**src/rtl/sdram_mon_pkg.sv**
```systemverilog
package sdram_mon_pkg;

    // Command code is {ras_n, cas_n, we_n} while the chip is selected.
    typedef enum logic [2:0] {
        CMD_MRS = 3'b000,
        CMD_REF = 3'b001,
        CMD_PRE = 3'b010,
        CMD_ACT = 3'b011,
        CMD_WR  = 3'b100,
        CMD_RD  = 3'b101,
        CMD_BST = 3'b110,
        CMD_NOP = 3'b111
    } sdram_cmd_e;

    typedef enum logic [1:0] {
        BK_IDLE  = 2'd0,
        BK_OPEN  = 2'd1,
        BK_DRAIN = 2'd2,
        BK_PRECH = 2'd3
    } bank_state_e;

    localparam int unsigned ERR_W         = 5;
    localparam int unsigned ERR_NO_ROW    = 0;
    localparam int unsigned ERR_MODE_BUSY = 1;
    localparam int unsigned ERR_RFC_LOCK  = 2;
    localparam int unsigned ERR_PRE_LOCK  = 3;
    localparam int unsigned ERR_ACT_OPEN  = 4;

endpackage

```
**src/rtl/sdram_cmd_decode.sv**
```systemverilog
module sdram_cmd_decode
    import sdram_mon_pkg::*;
(
    input  logic       cke,
    input  logic       cs_n,
    input  logic       ras_n,
    input  logic       cas_n,
    input  logic       we_n,
    output sdram_cmd_e cmd
);

    // Deselected or clock-disabled cycles collapse to a no-operation.
    always_comb begin
        if (cke && !cs_n) begin
            cmd = sdram_cmd_e'({ras_n, cas_n, we_n});
        end else begin
            cmd = CMD_NOP;
        end
    end

endmodule

```
**src/rtl/sdram_refresh_guard.sv**
```systemverilog
module sdram_refresh_guard #(
    parameter int unsigned T_RFC = 7
) (
    input  logic clk,
    input  logic rst_n,
    input  logic start,
    output logic busy
);

    localparam bit          LOCK_ON = (T_RFC > 1);
    localparam int unsigned LOAD    = (T_RFC > 2) ? T_RFC - 2 : 0;
    localparam int unsigned CW      = $clog2(LOAD + 2);

    typedef struct packed {
        logic          busy;
        logic [CW-1:0] cnt;
    } guard_t;

    guard_t g_d, g_q;

    always_comb begin
        g_d = g_q;
        if (start && LOCK_ON) begin
            g_d.busy = 1'b1;
            g_d.cnt  = CW'(LOAD);
        end else if (g_q.busy) begin
            if (g_q.cnt == '0) begin
                g_d.busy = 1'b0;
            end else begin
                g_d.cnt = g_q.cnt - 1'b1;
            end
        end
    end

    always_ff @(posedge clk or negedge rst_n) begin
        if (!rst_n) begin
            g_q <= '0;
        end else begin
            g_q <= g_d;
        end
    end

    assign busy = g_q.busy;

    p_refresh_lock_r7: assert property (@(posedge clk) disable iff (!rst_n)
        (start && LOCK_ON) |=> busy);

endmodule

```
**src/rtl/sdram_bank_fsm.sv**
```systemverilog
module sdram_bank_fsm
    import sdram_mon_pkg::*;
#(
    parameter int unsigned ROW_W     = 12,
    parameter int unsigned BURST_LEN = 4,
    parameter int unsigned T_RP      = 3
) (
    input  logic              clk,
    input  logic              rst_n,
    input  logic              do_act,
    input  logic              do_rw,
    input  logic              auto_close,
    input  logic              do_pre,
    input  logic [ROW_W-1:0]  row_in,
    output bank_state_e       state_o,
    output logic [ROW_W-1:0]  row_o
);

    localparam bit          PRE_ON     = (T_RP > 1);
    localparam int unsigned PRE_LOAD   = (T_RP > 2) ? T_RP - 2 : 0;
    localparam int unsigned DRAIN_LOAD = (BURST_LEN > 1) ? BURST_LEN - 1 : 0;
    localparam int unsigned MAX_LOAD   = (PRE_LOAD > DRAIN_LOAD) ? PRE_LOAD : DRAIN_LOAD;
    localparam int unsigned CW         = $clog2(MAX_LOAD + 2);

    typedef struct packed {
        bank_state_e      st;
        logic [CW-1:0]    cnt;
        logic [ROW_W-1:0] row;
    } bank_t;

    bank_t b_d, b_q;

    always_comb begin
        b_d = b_q;
        case (b_q.st)
            BK_IDLE: begin
                if (do_act) begin
                    b_d.st  = BK_OPEN;
                    b_d.row = row_in;
                end
            end
            BK_OPEN: begin
                if (do_pre) begin
                    b_d.st  = PRE_ON ? BK_PRECH : BK_IDLE;
                    b_d.cnt = CW'(PRE_LOAD);
                end else if (do_rw && auto_close) begin
                    b_d.st  = BK_DRAIN;
                    b_d.cnt = CW'(DRAIN_LOAD);
                end
            end
            BK_DRAIN: begin
                if (b_q.cnt == '0) begin
                    b_d.st  = PRE_ON ? BK_PRECH : BK_IDLE;
                    b_d.cnt = CW'(PRE_LOAD);
                end else begin
                    b_d.cnt = b_q.cnt - 1'b1;
                end
            end
            default: begin
                if (b_q.cnt == '0) begin
                    b_d.st = BK_IDLE;
                end else begin
                    b_d.cnt = b_q.cnt - 1'b1;
                end
            end
        endcase
    end

    always_ff @(posedge clk or negedge rst_n) begin
        if (!rst_n) begin
            b_q <= '0;
        end else begin
            b_q <= b_d;
        end
    end

    assign state_o = b_q.st;
    assign row_o   = b_q.row;

    p_act_opens_r2: assert property (@(posedge clk) disable iff (!rst_n)
        (do_act && b_q.st == BK_IDLE) |=> (state_o == BK_OPEN && row_o == $past(row_in)));

    p_pre_closes_r4: assert property (@(posedge clk) disable iff (!rst_n)
        (do_pre && b_q.st == BK_OPEN) |=> (state_o != BK_OPEN && state_o != BK_DRAIN));

    p_drain_ends_r5: assert property (@(posedge clk) disable iff (!rst_n)
        (b_q.st == BK_DRAIN && b_q.cnt == '0) |=> (state_o == BK_PRECH || state_o == BK_IDLE));

endmodule

```
**src/rtl/sdram_bank_monitor.sv**
```systemverilog
module sdram_bank_monitor
    import sdram_mon_pkg::*;
#(
    parameter int unsigned NUM_BANKS = 4,
    parameter int unsigned ADDR_W    = 12,
    parameter int unsigned AP_BIT    = 10,
    parameter int unsigned BURST_LEN = 4,
    parameter int unsigned T_RP      = 3,
    parameter int unsigned T_RFC     = 7,
    parameter int unsigned BANK_W    = $clog2(NUM_BANKS)
) (
    input  logic                          clk,
    input  logic                          rst_n,
    input  logic                          cke,
    input  logic                          cs_n,
    input  logic                          ras_n,
    input  logic                          cas_n,
    input  logic                          we_n,
    input  logic [BANK_W-1:0]             ba,
    input  logic [ADDR_W-1:0]             addr,
    output logic [NUM_BANKS-1:0]          bank_open,
    output logic [NUM_BANKS*ADDR_W-1:0]   open_row,
    output logic [ERR_W-1:0]              err_flags,
    output logic                          first_valid,
    output logic [2:0]                    first_cmd,
    output logic [BANK_W-1:0]             first_bank
);

    sdram_cmd_e            cmd;
    logic                  rfc_busy;
    logic                  rfc_start;
    logic                  ap_bit;
    logic                  any_open;
    logic                  cmd_ok;
    logic [ERR_W-1:0]      err_now;
    bank_state_e           tgt_st;
    bank_state_e           bank_st  [NUM_BANKS];
    logic [ADDR_W-1:0]     bank_row [NUM_BANKS];
    logic [NUM_BANKS-1:0]  do_act;
    logic [NUM_BANKS-1:0]  do_rw;
    logic [NUM_BANKS-1:0]  do_pre;
    logic [NUM_BANKS-1:0]  open_vec;

    typedef struct packed {
        logic [ERR_W-1:0]  err;
        logic              fv;
        logic [2:0]        fcmd;
        logic [BANK_W-1:0] fbank;
    } mon_t;

    mon_t m_d, m_q;

    sdram_cmd_decode u_decode (
        .cke   (cke),
        .cs_n  (cs_n),
        .ras_n (ras_n),
        .cas_n (cas_n),
        .we_n  (we_n),
        .cmd   (cmd)
    );

    sdram_refresh_guard #(.T_RFC(T_RFC)) u_rfc (
        .clk   (clk),
        .rst_n (rst_n),
        .start (rfc_start),
        .busy  (rfc_busy)
    );

    assign ap_bit   = addr[AP_BIT];
    assign tgt_st   = bank_st[ba];
    assign any_open = |open_vec;

    // Rule check: one cause per command, refresh lockout first.
    always_comb begin
        err_now = '0;
        if (cmd != CMD_NOP) begin
            if (rfc_busy) begin
                err_now[ERR_RFC_LOCK] = 1'b1;
            end else begin
                case (cmd)
                    CMD_ACT: begin
                        if (tgt_st == BK_OPEN) begin
                            err_now[ERR_ACT_OPEN] = 1'b1;
                        end else if (tgt_st != BK_IDLE) begin
                            err_now[ERR_PRE_LOCK] = 1'b1;
                        end
                    end
                    CMD_RD, CMD_WR: begin
                        if (tgt_st != BK_OPEN) begin
                            err_now[ERR_NO_ROW] = 1'b1;
                        end
                    end
                    CMD_PRE: begin
                        if (!ap_bit && (tgt_st == BK_DRAIN || tgt_st == BK_PRECH)) begin
                            err_now[ERR_PRE_LOCK] = 1'b1;
                        end
                    end
                    CMD_MRS: begin
                        if (any_open) begin
                            err_now[ERR_MODE_BUSY] = 1'b1;
                        end
                    end
                    default: ;
                endcase
            end
        end
    end

    assign cmd_ok    = (cmd != CMD_NOP) && (err_now == '0);
    assign rfc_start = cmd_ok && (cmd == CMD_REF);

    for (genvar b = 0; b < NUM_BANKS; b++) begin : g_bank
        logic hit;
        assign hit       = (ba == BANK_W'(b));
        assign do_act[b] = cmd_ok && (cmd == CMD_ACT) && hit;
        assign do_rw[b]  = cmd_ok && (cmd == CMD_RD || cmd == CMD_WR) && hit;
        assign do_pre[b] = cmd_ok && (cmd == CMD_PRE) && (ap_bit || hit);

        sdram_bank_fsm #(
            .ROW_W     (ADDR_W),
            .BURST_LEN (BURST_LEN),
            .T_RP      (T_RP)
        ) u_bank (
            .clk        (clk),
            .rst_n      (rst_n),
            .do_act     (do_act[b]),
            .do_rw      (do_rw[b]),
            .auto_close (ap_bit),
            .do_pre     (do_pre[b]),
            .row_in     (addr),
            .state_o    (bank_st[b]),
            .row_o      (bank_row[b])
        );

        assign open_vec[b]                  = (bank_st[b] == BK_OPEN) || (bank_st[b] == BK_DRAIN);
        assign open_row[b*ADDR_W +: ADDR_W] = bank_row[b];
    end

    always_comb begin
        m_d     = m_q;
        m_d.err = m_q.err | err_now;
        if ((err_now != '0) && !m_q.fv) begin
            m_d.fv    = 1'b1;
            m_d.fcmd  = cmd;
            m_d.fbank = ba;
        end
    end

    always_ff @(posedge clk or negedge rst_n) begin
        if (!rst_n) begin
            m_q <= '0;
        end else begin
            m_q <= m_d;
        end
    end

    assign bank_open   = open_vec;
    assign err_flags   = m_q.err;
    assign first_valid = m_q.fv;
    assign first_cmd   = m_q.fcmd;
    assign first_bank  = m_q.fbank;

    p_single_cause_r10: assert property (@(posedge clk) disable iff (!rst_n)
        $onehot0(err_now));

    p_first_hold_r11: assert property (@(posedge clk) disable iff (!rst_n)
        first_valid |=> (first_valid && $stable(first_cmd) && $stable(first_bank)));

    p_ignored_r12: assert property (@(posedge clk) disable iff (!rst_n)
        (cs_n || !cke) |=> ($stable(err_flags) && $stable(open_row)));

    p_mode_busy_r6: assert property (@(posedge clk) disable iff (!rst_n)
        (cke && !cs_n && {ras_n, cas_n, we_n} == 3'b000 && (|bank_open) && !rfc_busy)
        |=> err_flags[ERR_MODE_BUSY]);

    p_no_row_r3: assert property (@(posedge clk) disable iff (!rst_n)
        (cke && !cs_n && {ras_n, cas_n} == 2'b10 && !rfc_busy && tgt_st != BK_OPEN)
        |=> err_flags[ERR_NO_ROW]);

endmodule

```
**config.mk**
```make
export PLATFORM = sky130hd
export DESIGN_NAME = sdram_bank_monitor
export DESIGN_NICKNAME = d
export VERILOG_FILES = /design/src/rtl/sdram_mon_pkg.sv /design/src/rtl/sdram_cmd_decode.sv /design/src/rtl/sdram_refresh_guard.sv /design/src/rtl/sdram_bank_fsm.sv /design/src/rtl/sdram_bank_monitor.sv
export SDC_FILE = /design/constraint.sdc
export NUM_CORES = 1
export LEC_CHECK = 0
export BUFFER_PORTS_ARGS = -buffer_cell sky130_fd_sc_hd__buf_2
export CAP_MARGIN = 20
export CORE_UTILIZATION = 45
export CTS_CLUSTER_DIAMETER = 60
export DETAILED_ROUTE_END_ITERATION = 7
export PLACE_DENSITY = 0.65
export SLEW_MARGIN = 30
export SYNTH_ARGS = -nofsm -noshare
export SYNTH_HDL_FRONTEND = slang
export SYNTH_HIERARCHICAL = 1
export SYNTH_SLANG_ARGS = --single-unit
export TNS_END_PERCENT = 30
```
**constraint.sdc**
```tcl
create_clock -name clk -period 4.6 [get_ports clk]
set_clock_uncertainty 0.1 [all_clocks]
set_input_delay 0.69 -clock clk [delete_from_list [all_inputs] [get_ports clk]]
set_output_delay 0.69 -clock clk [all_outputs]
set_load 0.03 [all_outputs]
```
=== Yosys cells after proc, flatten, opt, wreduce, memory -nomap -nowiden ===
Index checks and enable logic that the tools add are counted.

* Register bits: 83
* Logic and storage cells: 197
* Input bits: 21
* Output and inout port bits: 63

* $add $sub $neg: 5
* Bitwise logic cells: 6
* Equal/unequal tests: 38
* Order comparisons: 1
* Mux-type cells: 58
* Reduce and logical (&&, ||, !) cells: 71

{| class="wikitable"
|+ Operators with widths
! kind !! count
|-
| $mux 5 || 9
|-
| $pmux 3 s3 || 4
|-
| $mux 2 || 16
|-
| $mux 3 || 10
|-
| $logic_and 1x1->1 || 24
|-
| $pmux 2 s3 || 4
|-
| $logic_not 3->1 || 6
|-
| $ne 2x1->1 const B || 9
|-
| $eq 2x2->1 const B || 8
|-
| $reduce_and 4->1 || 4
|-
| $ne 3x3->1 const B || 5
|-
| $sub 3x1->3 const B || 5
|-
| $eq 2x1->1 const B || 6
|-
| $ne 3x1->1 const B || 4
|-
| $reduce_and 3->1 || 4
|-
| $reduce_bool 3->1 || 4
|-
| $mux 1 || 11
|-
| $logic_not 2->1 || 5
|-
| $logic_or 1x1->1 || 10
|-
| $reduce_and 2->1 || 5
|-
| $mux 4 || 2
|-
| $eq 3x2->1 const B || 2
|-
| $eq 3x3->1 const B || 2
|-
| $logic_not 5->1 || 1
|-
| 13 further kinds || 19
|}

=== Longest topological paths before layout ===
* Depth in word-level cells: 19
* Gate-level depth with buffers: 10

=== By module ===
The synthesis kept the hierarchy.

{| class="wikitable"
|+ Modules (own cells, without submodules)
! module !! times used !! cells an instance !! sequential area each (µm²) !! area each (µm²)
|-
| sdram_bank_fsm || 4 || 80 || 425.4 || 994.7
|-
| sdram_bank_monitor || 1 || 69 || 275.3 || 725.7
|-
| sdram_refresh_guard || 1 || 19 || 100.1 || 215.2
|-
| sdram_cmd_decode || 1 || 3 || 0.0 || 26.3
|}

=== Worst setup path before layout ===
OpenSTA, ideal clock, no wires.

* Path type: in2reg
* Start point: input ba[0]
* End point: register g_bank[0].u_bank.b_q, in the netlist g_bank[0].u_bank/state_o[0]
* Arrival time: 2.912 ns
* Stages: 10
* Setup slack: 1.460 ns
* Required time: 4.372 ns
* Path through: buf_6 > mux4_2 > nor2b_4 > mux2i_2 > nand2_2 > nor4_1 > nand2_1 > a22oi_1 > a21boi_4 > mux2_1

* Longest elaborated chain between the ends: 18

{| class="wikitable"
|+ RTL lines
! item !! RTL line !! RTL
|-
| start, declared || sdram_bank_monitor.sv:19 || <nowiki>input logic [BANK_W-1:0] ba,</nowiki>
|-
| $not 2->3 (not written as such) || sdram_bank_monitor.sv:70 || <nowiki>assign tgt_st = bank_st[ba];</nowiki>
|-
| $bmux 2 s2 || sdram_bank_monitor.sv:70 ||
|-
| $mux 2 (not written as such) (2 in a row) || sdram_bank_monitor.sv:70 ||
|-
| $eq 2x2->1 || sdram_bank_monitor.sv:94 || <nowiki>if (!ap_bit && (tgt_st == BK_DRAIN || tgt_st == BK_PRECH)) begin</nowiki>
|-
| $logic_or 1x1->1 || sdram_bank_monitor.sv:94 ||
|-
| $logic_and 1x1->1 || sdram_bank_monitor.sv:94 ||
|-
| $mux 1 || sdram_bank_monitor.sv:94 ||
|-
| $pmux 1 s2 || sdram_bank_monitor.sv:80 || <nowiki>case (cmd)</nowiki>
|-
| (+2 left out) || n/a ||
|-
| $logic_not 5->1 || sdram_bank_monitor.sv:109 || <nowiki>assign cmd_ok = (cmd != CMD_NOP) && (err_now == '0);</nowiki>
|-
| $logic_and 1x1->1 || sdram_bank_monitor.sv:109 ||
|-
| $logic_and 1x1->1 || sdram_bank_monitor.sv:116 || <nowiki>assign do_rw[b] = cmd_ok && (cmd == CMD_RD || cmd == CMD_WR) && hit;</nowiki>
|-
| $logic_and 1x1->1 (*) || sdram_bank_monitor.sv:116 ||
|-
| net do_rw[0] || sdram_bank_monitor.sv:40 || <nowiki>logic [NUM_BANKS-1:0] do_rw;</nowiki>
|-
| $logic_and 1x1->1 (*) || sdram_bank_fsm.sv:46 || <nowiki>end else if (do_rw && auto_close) begin</nowiki>
|-
| $ne 3x1->1 (no source line) (*) || n/a ||
|-
| $reduce_and 4->1 (no source line) (*) || n/a ||
|-
| end signal, assigned || sdram_bank_fsm.sv:71 || <nowiki>b_q <= '0;</nowiki>
|-
| end signal, assigned || sdram_bank_fsm.sv:73 || <nowiki>b_q <= b_d;</nowiki>
|-
| end, declared || sdram_bank_fsm.sv:31 || <nowiki>bank_t b_d, b_q;</nowiki>
|}

The timed path passes the listed nets; every way through them passes the cells marked *. The select of a mux whose other input is x is not followed.
A chain may end at the register's enable or synchronous reset.

=== Worst setup path after layout ===
* Start point: input ba[0]
* End point: register g_bank[3].u_bank.b_q, in the netlist g_bank[3].u_bank/state_o[1]

{| class="wikitable"
|+ RTL lines
! item !! RTL line !! RTL
|-
| $not 2->3 (not written as such) || sdram_bank_monitor.sv:70 ||
|-
| $bmux 2 s2 || sdram_bank_monitor.sv:70 ||
|-
| $mux 2 (not written as such) (2 in a row) || sdram_bank_monitor.sv:70 ||
|-
| $eq 2x2->1 || sdram_bank_monitor.sv:94 ||
|-
| $logic_or 1x1->1 || sdram_bank_monitor.sv:94 ||
|-
| $logic_and 1x1->1 || sdram_bank_monitor.sv:94 ||
|-
| $mux 1 || sdram_bank_monitor.sv:94 ||
|-
| $pmux 1 s2 || sdram_bank_monitor.sv:80 ||
|-
| $mux 2 || sdram_bank_monitor.sv:77 || <nowiki>if (rfc_busy) begin</nowiki>
|-
| $mux 5 || sdram_bank_monitor.sv:76 || <nowiki>if (cmd != CMD_NOP) begin</nowiki>
|-
| $logic_not 5->1 || sdram_bank_monitor.sv:109 ||
|-
| $logic_and 1x1->1 || sdram_bank_monitor.sv:109 ||
|-
| $logic_and 1x1->1 || sdram_bank_monitor.sv:115 || <nowiki>assign do_act[b] = cmd_ok && (cmd == CMD_ACT) && hit;</nowiki>
|-
| $logic_and 1x1->1 (*) || sdram_bank_monitor.sv:115 ||
|-
| net do_act[3] || sdram_bank_monitor.sv:39 || <nowiki>logic [NUM_BANKS-1:0] do_act;</nowiki>
|-
| $ne 2x1->1 (no source line) (*) || n/a ||
|-
| $reduce_and 4->1 (no source line) (*) || n/a ||
|-
| end signal, assigned || sdram_bank_fsm.sv:71 ||
|-
| end signal, assigned || sdram_bank_fsm.sv:73 ||
|-
| end, declared || sdram_bank_fsm.sv:31 ||
|}

Marks and branches as above.

==> results.yml <==
setup_path:
  reg2reg_from: "g_bank[3].u_bank/state_o[1]"
  reg2reg_depth: 8
  cp.arrival_ps: 3490
  timing.rr.end: "g_bank[3].u_bank/state_o[1]"
  cp-end-kind: "register"
  cp_max_fo: 13
  critPathLaunch: "ba[0]"
  crit_path_end: "g_bank[3].u_bank/state_o[1]"
  critical_path_class: "in -> reg"
  ff2ff_setup_slack_ps: 1340
  start_kind: "primary input"
  cp.required_ps: 4750
global_route:
  overflow: 0
  grt_pass1_wl_um: 15500
  grt_max_degree: 84
  antenna_found_initial: 0
  grt_pass1_vias: 3118
  grt_util_all_layers_pct: 17.6
logic_synthesis:
  synth_edf_count: 0
  synth_top_area_cell: "dfrtp_1"
  yosysMostFrequentCell: "dfrtp_1"
  yosys-top-cells-area: "dfrtp_1 42%, mux2_2 12%, buf_4 8.5%"
  yosys_warnings: 6
  synth_seq_cells: 83
  synth.yosys.seq_area_share_pct: 42.0
  synth_common_cells: "83 x dfrtp_1, 56 x buf_4, 52 x mux2_2"
  synth_top_area_share_pct: 42.0
  synthFlopType: "dfrtp_1"
  avgSynthCellArea_um2: 12.0
  netlist_instances: 411
  syn-num-nets: 462
  async_flop_share_pct: 100
  synth_cell_types: 52
  syn_area_um2: 4950
timing:
  hold_violations: 0
  period_minus_slack_ps: 3340
  worst_pin_slew_ps: 765
  rsz0062_at_grt: "false"
  fin_crit_sh_pct: 72.6
  slew_viol_final: 0
  max-slew-margin-rel_pct: 49.0
  fin_tns_setup_ps: 0
  max_freq_mhz: 300
  setup_viol_count_final: 0
route:
  first_iter_violations: 164
  viasPerCell: 5.19
  drt.antenna.violating_nets: 0
  wl_per_cell_um: 16.1
  drc: 0
  vias: 3031
  dr.pass1.iters: 4
  wirelength_um: 9390
clock_tree:
  clkLatencyLatePin_ps: 370
  cts_repair_resize_count: 0
  clock_path_buffers: 2
  cts_setup_buffers: 0
  cts_hold_buffers: 0
  clkSinkCount: 83
  cts_tree: "built"
  cts-root-buf: "clkbuf_8"
  clk_pin_slew_ps: 90
  htreeDepth: 3
  numCtsBuffers: 9
job:
  maxCapViolCount: 0
pwr:
  power_frac_comb_pct: 54.8
  p_leak_nw: 2.61
  pwr-share-seq_pct: 31.6
  total_power_mw: 4.06
  powerDensity_nw_per_um2: 768
  p_clk_share_pct: 13.7
  ir_worst_vdd_mv: 0.337
  p_int_mw: 2.25
  power_switching_mw: 1.81
  switching_share_pct: 44.6
layout:
  fill_cells: 919
  multi_input_area_um2: 2340
  antenna_cells: 0
  stdcell_count: 584
  drive_above_1_share_pct: 41.5
  area_growth_pct: 6.88
  final_nets: 494
  seq_area_um2: 2080
placed_design:
  dp.final_hpwl_um: 6730
  dpl.cell_count: 568
  io_buffers: 83
  globalplace.congestion: 0.811
die:
  core_um2: 10500
  num_rows: 37
  initial_core_util_pct: 47.1
  num_io_pins: 84
  fp.dieW_um: 107
  die_h_um: 107
  die-area_um2: 11400
worst_hold_path:
  hold_class: "in -> async"
run_status:
  outcome: "completed"
## per-layer routing
metal  vias to the layer above  global-route usage [%]  part of all wire (%)
met5                         -                       0                     0
met4                         0                    5.48                   1.5
met3                        11                    4.56                   3.8
met2                        62                    28.3                    47
met1                      1502                    23.3                    48
li1                       1456                       -                     -
## through the flow
| step | util (%) | cell area (µm²) | hold WS (ps) | setup WS (ps) |
|---|---|---|---|---|
| 2_1_floorplan | - | 4950 | 294 | 1460 |
| 3_3_place_gp | 48.3 | 5080 | 346 | 1010 |
| 3_5_place_dp | 48.4 | 5080 | 348 | 876 |
| 4_1_cts | 50.3 | 5290 | 299 | 1280 |
| 5_1_grt | 50.3 | 5290 | 323 | 1100 |
| 6_report | 50.3 | 5290 | 266 | 1260 |
## worst min path at each step
stage / start / slack (ps) / endpoint / cells after the start
floorplan: rst_n / 290 / err_flags[0] / 0
global route: rst_n / 320 / first_bank[1] / 1
detailed placement: err_flags[2] / 350 / err_flags[2] / 1
CTS: rst_n / 300 / u_rfc/busy / 1
global placement: err_flags[2] / 350 / err_flags[2] / 1
finish: rst_n / 270 / err_flags[3] / 1
## kinds of logic after synthesis
family	Yosys count	share of synthesized area [%]
xor gates and xnor gates	4	0.708
muxes	69	16.6
buffers and inverters	82	10.8
AOI/OAI and AO/OA	58	11.3
DFF	83	42.0
adders and majority gates	30	7.59
and+or+nand+nor	85	11.1
## state kept, by name (all words and copies together), names as in the netlist, 2 cells and up
name	count
err_flags	5
first_bank	2
g_bank.u_bank/b_q	12
first_cmd	3
g_bank.u_bank/state_o	8
g_bank.u_bank/row_o	48
u_rfc/g_q	3
## power by group through the flow
stage               registers [mW]  logic [mW]  clock network, mW
floorplan                     1.28        1.98                  0
global placement              1.29        2.17                  0
detailed placement            1.30        2.22                  0
CTS                           1.28        2.24              0.578
global route                  1.33        2.40              0.613
finish                        1.28        2.22              0.554
## layout by cell type, fill, tap and decap left out, types with 9 or more instances in the layout
| cell type | synthesis | final |
|---|---|---|
| dfrtp_1 | 83 | 83 |
| buf_2 | 5 | 82 |
| mux2_2 | 52 | 52 |
| ha_1 | 30 | 30 |
| inv_1 | 20 | 20 |
| nand2_1 | 16 | 16 |
| nor2_1 | 13 | 13 |
| nor2b_1 | 9 | 9 |
| nand2b_1 | 9 | 9 |
| clkbuf_8 | 0 | 9 |
## final cells by class
| cell class | instances | share of cell area, % |
|---|---|---|
| multi-input combinational | 246 | 44.2 |
| sequential | 83 | 39.3 |
| timing repair buffer | 83 | 7.98 |
| tap | 136 | 3.22 |
| inverter | 20 | 1.42 |
| clock inverter | 7 | 1.54 |
| clock buffer | 9 | 2.34 |
## critical path, cell delays in order
cell and delay (ps):
buf_2 210, mux4_2 570, nor2b_4 170, mux2i_2 330, nand2_2 170, nor3_1 220
nand2_1 480, a21boi_4 300, mux2_1 340
No activity file was read; power rests on OpenSTA's default activity.
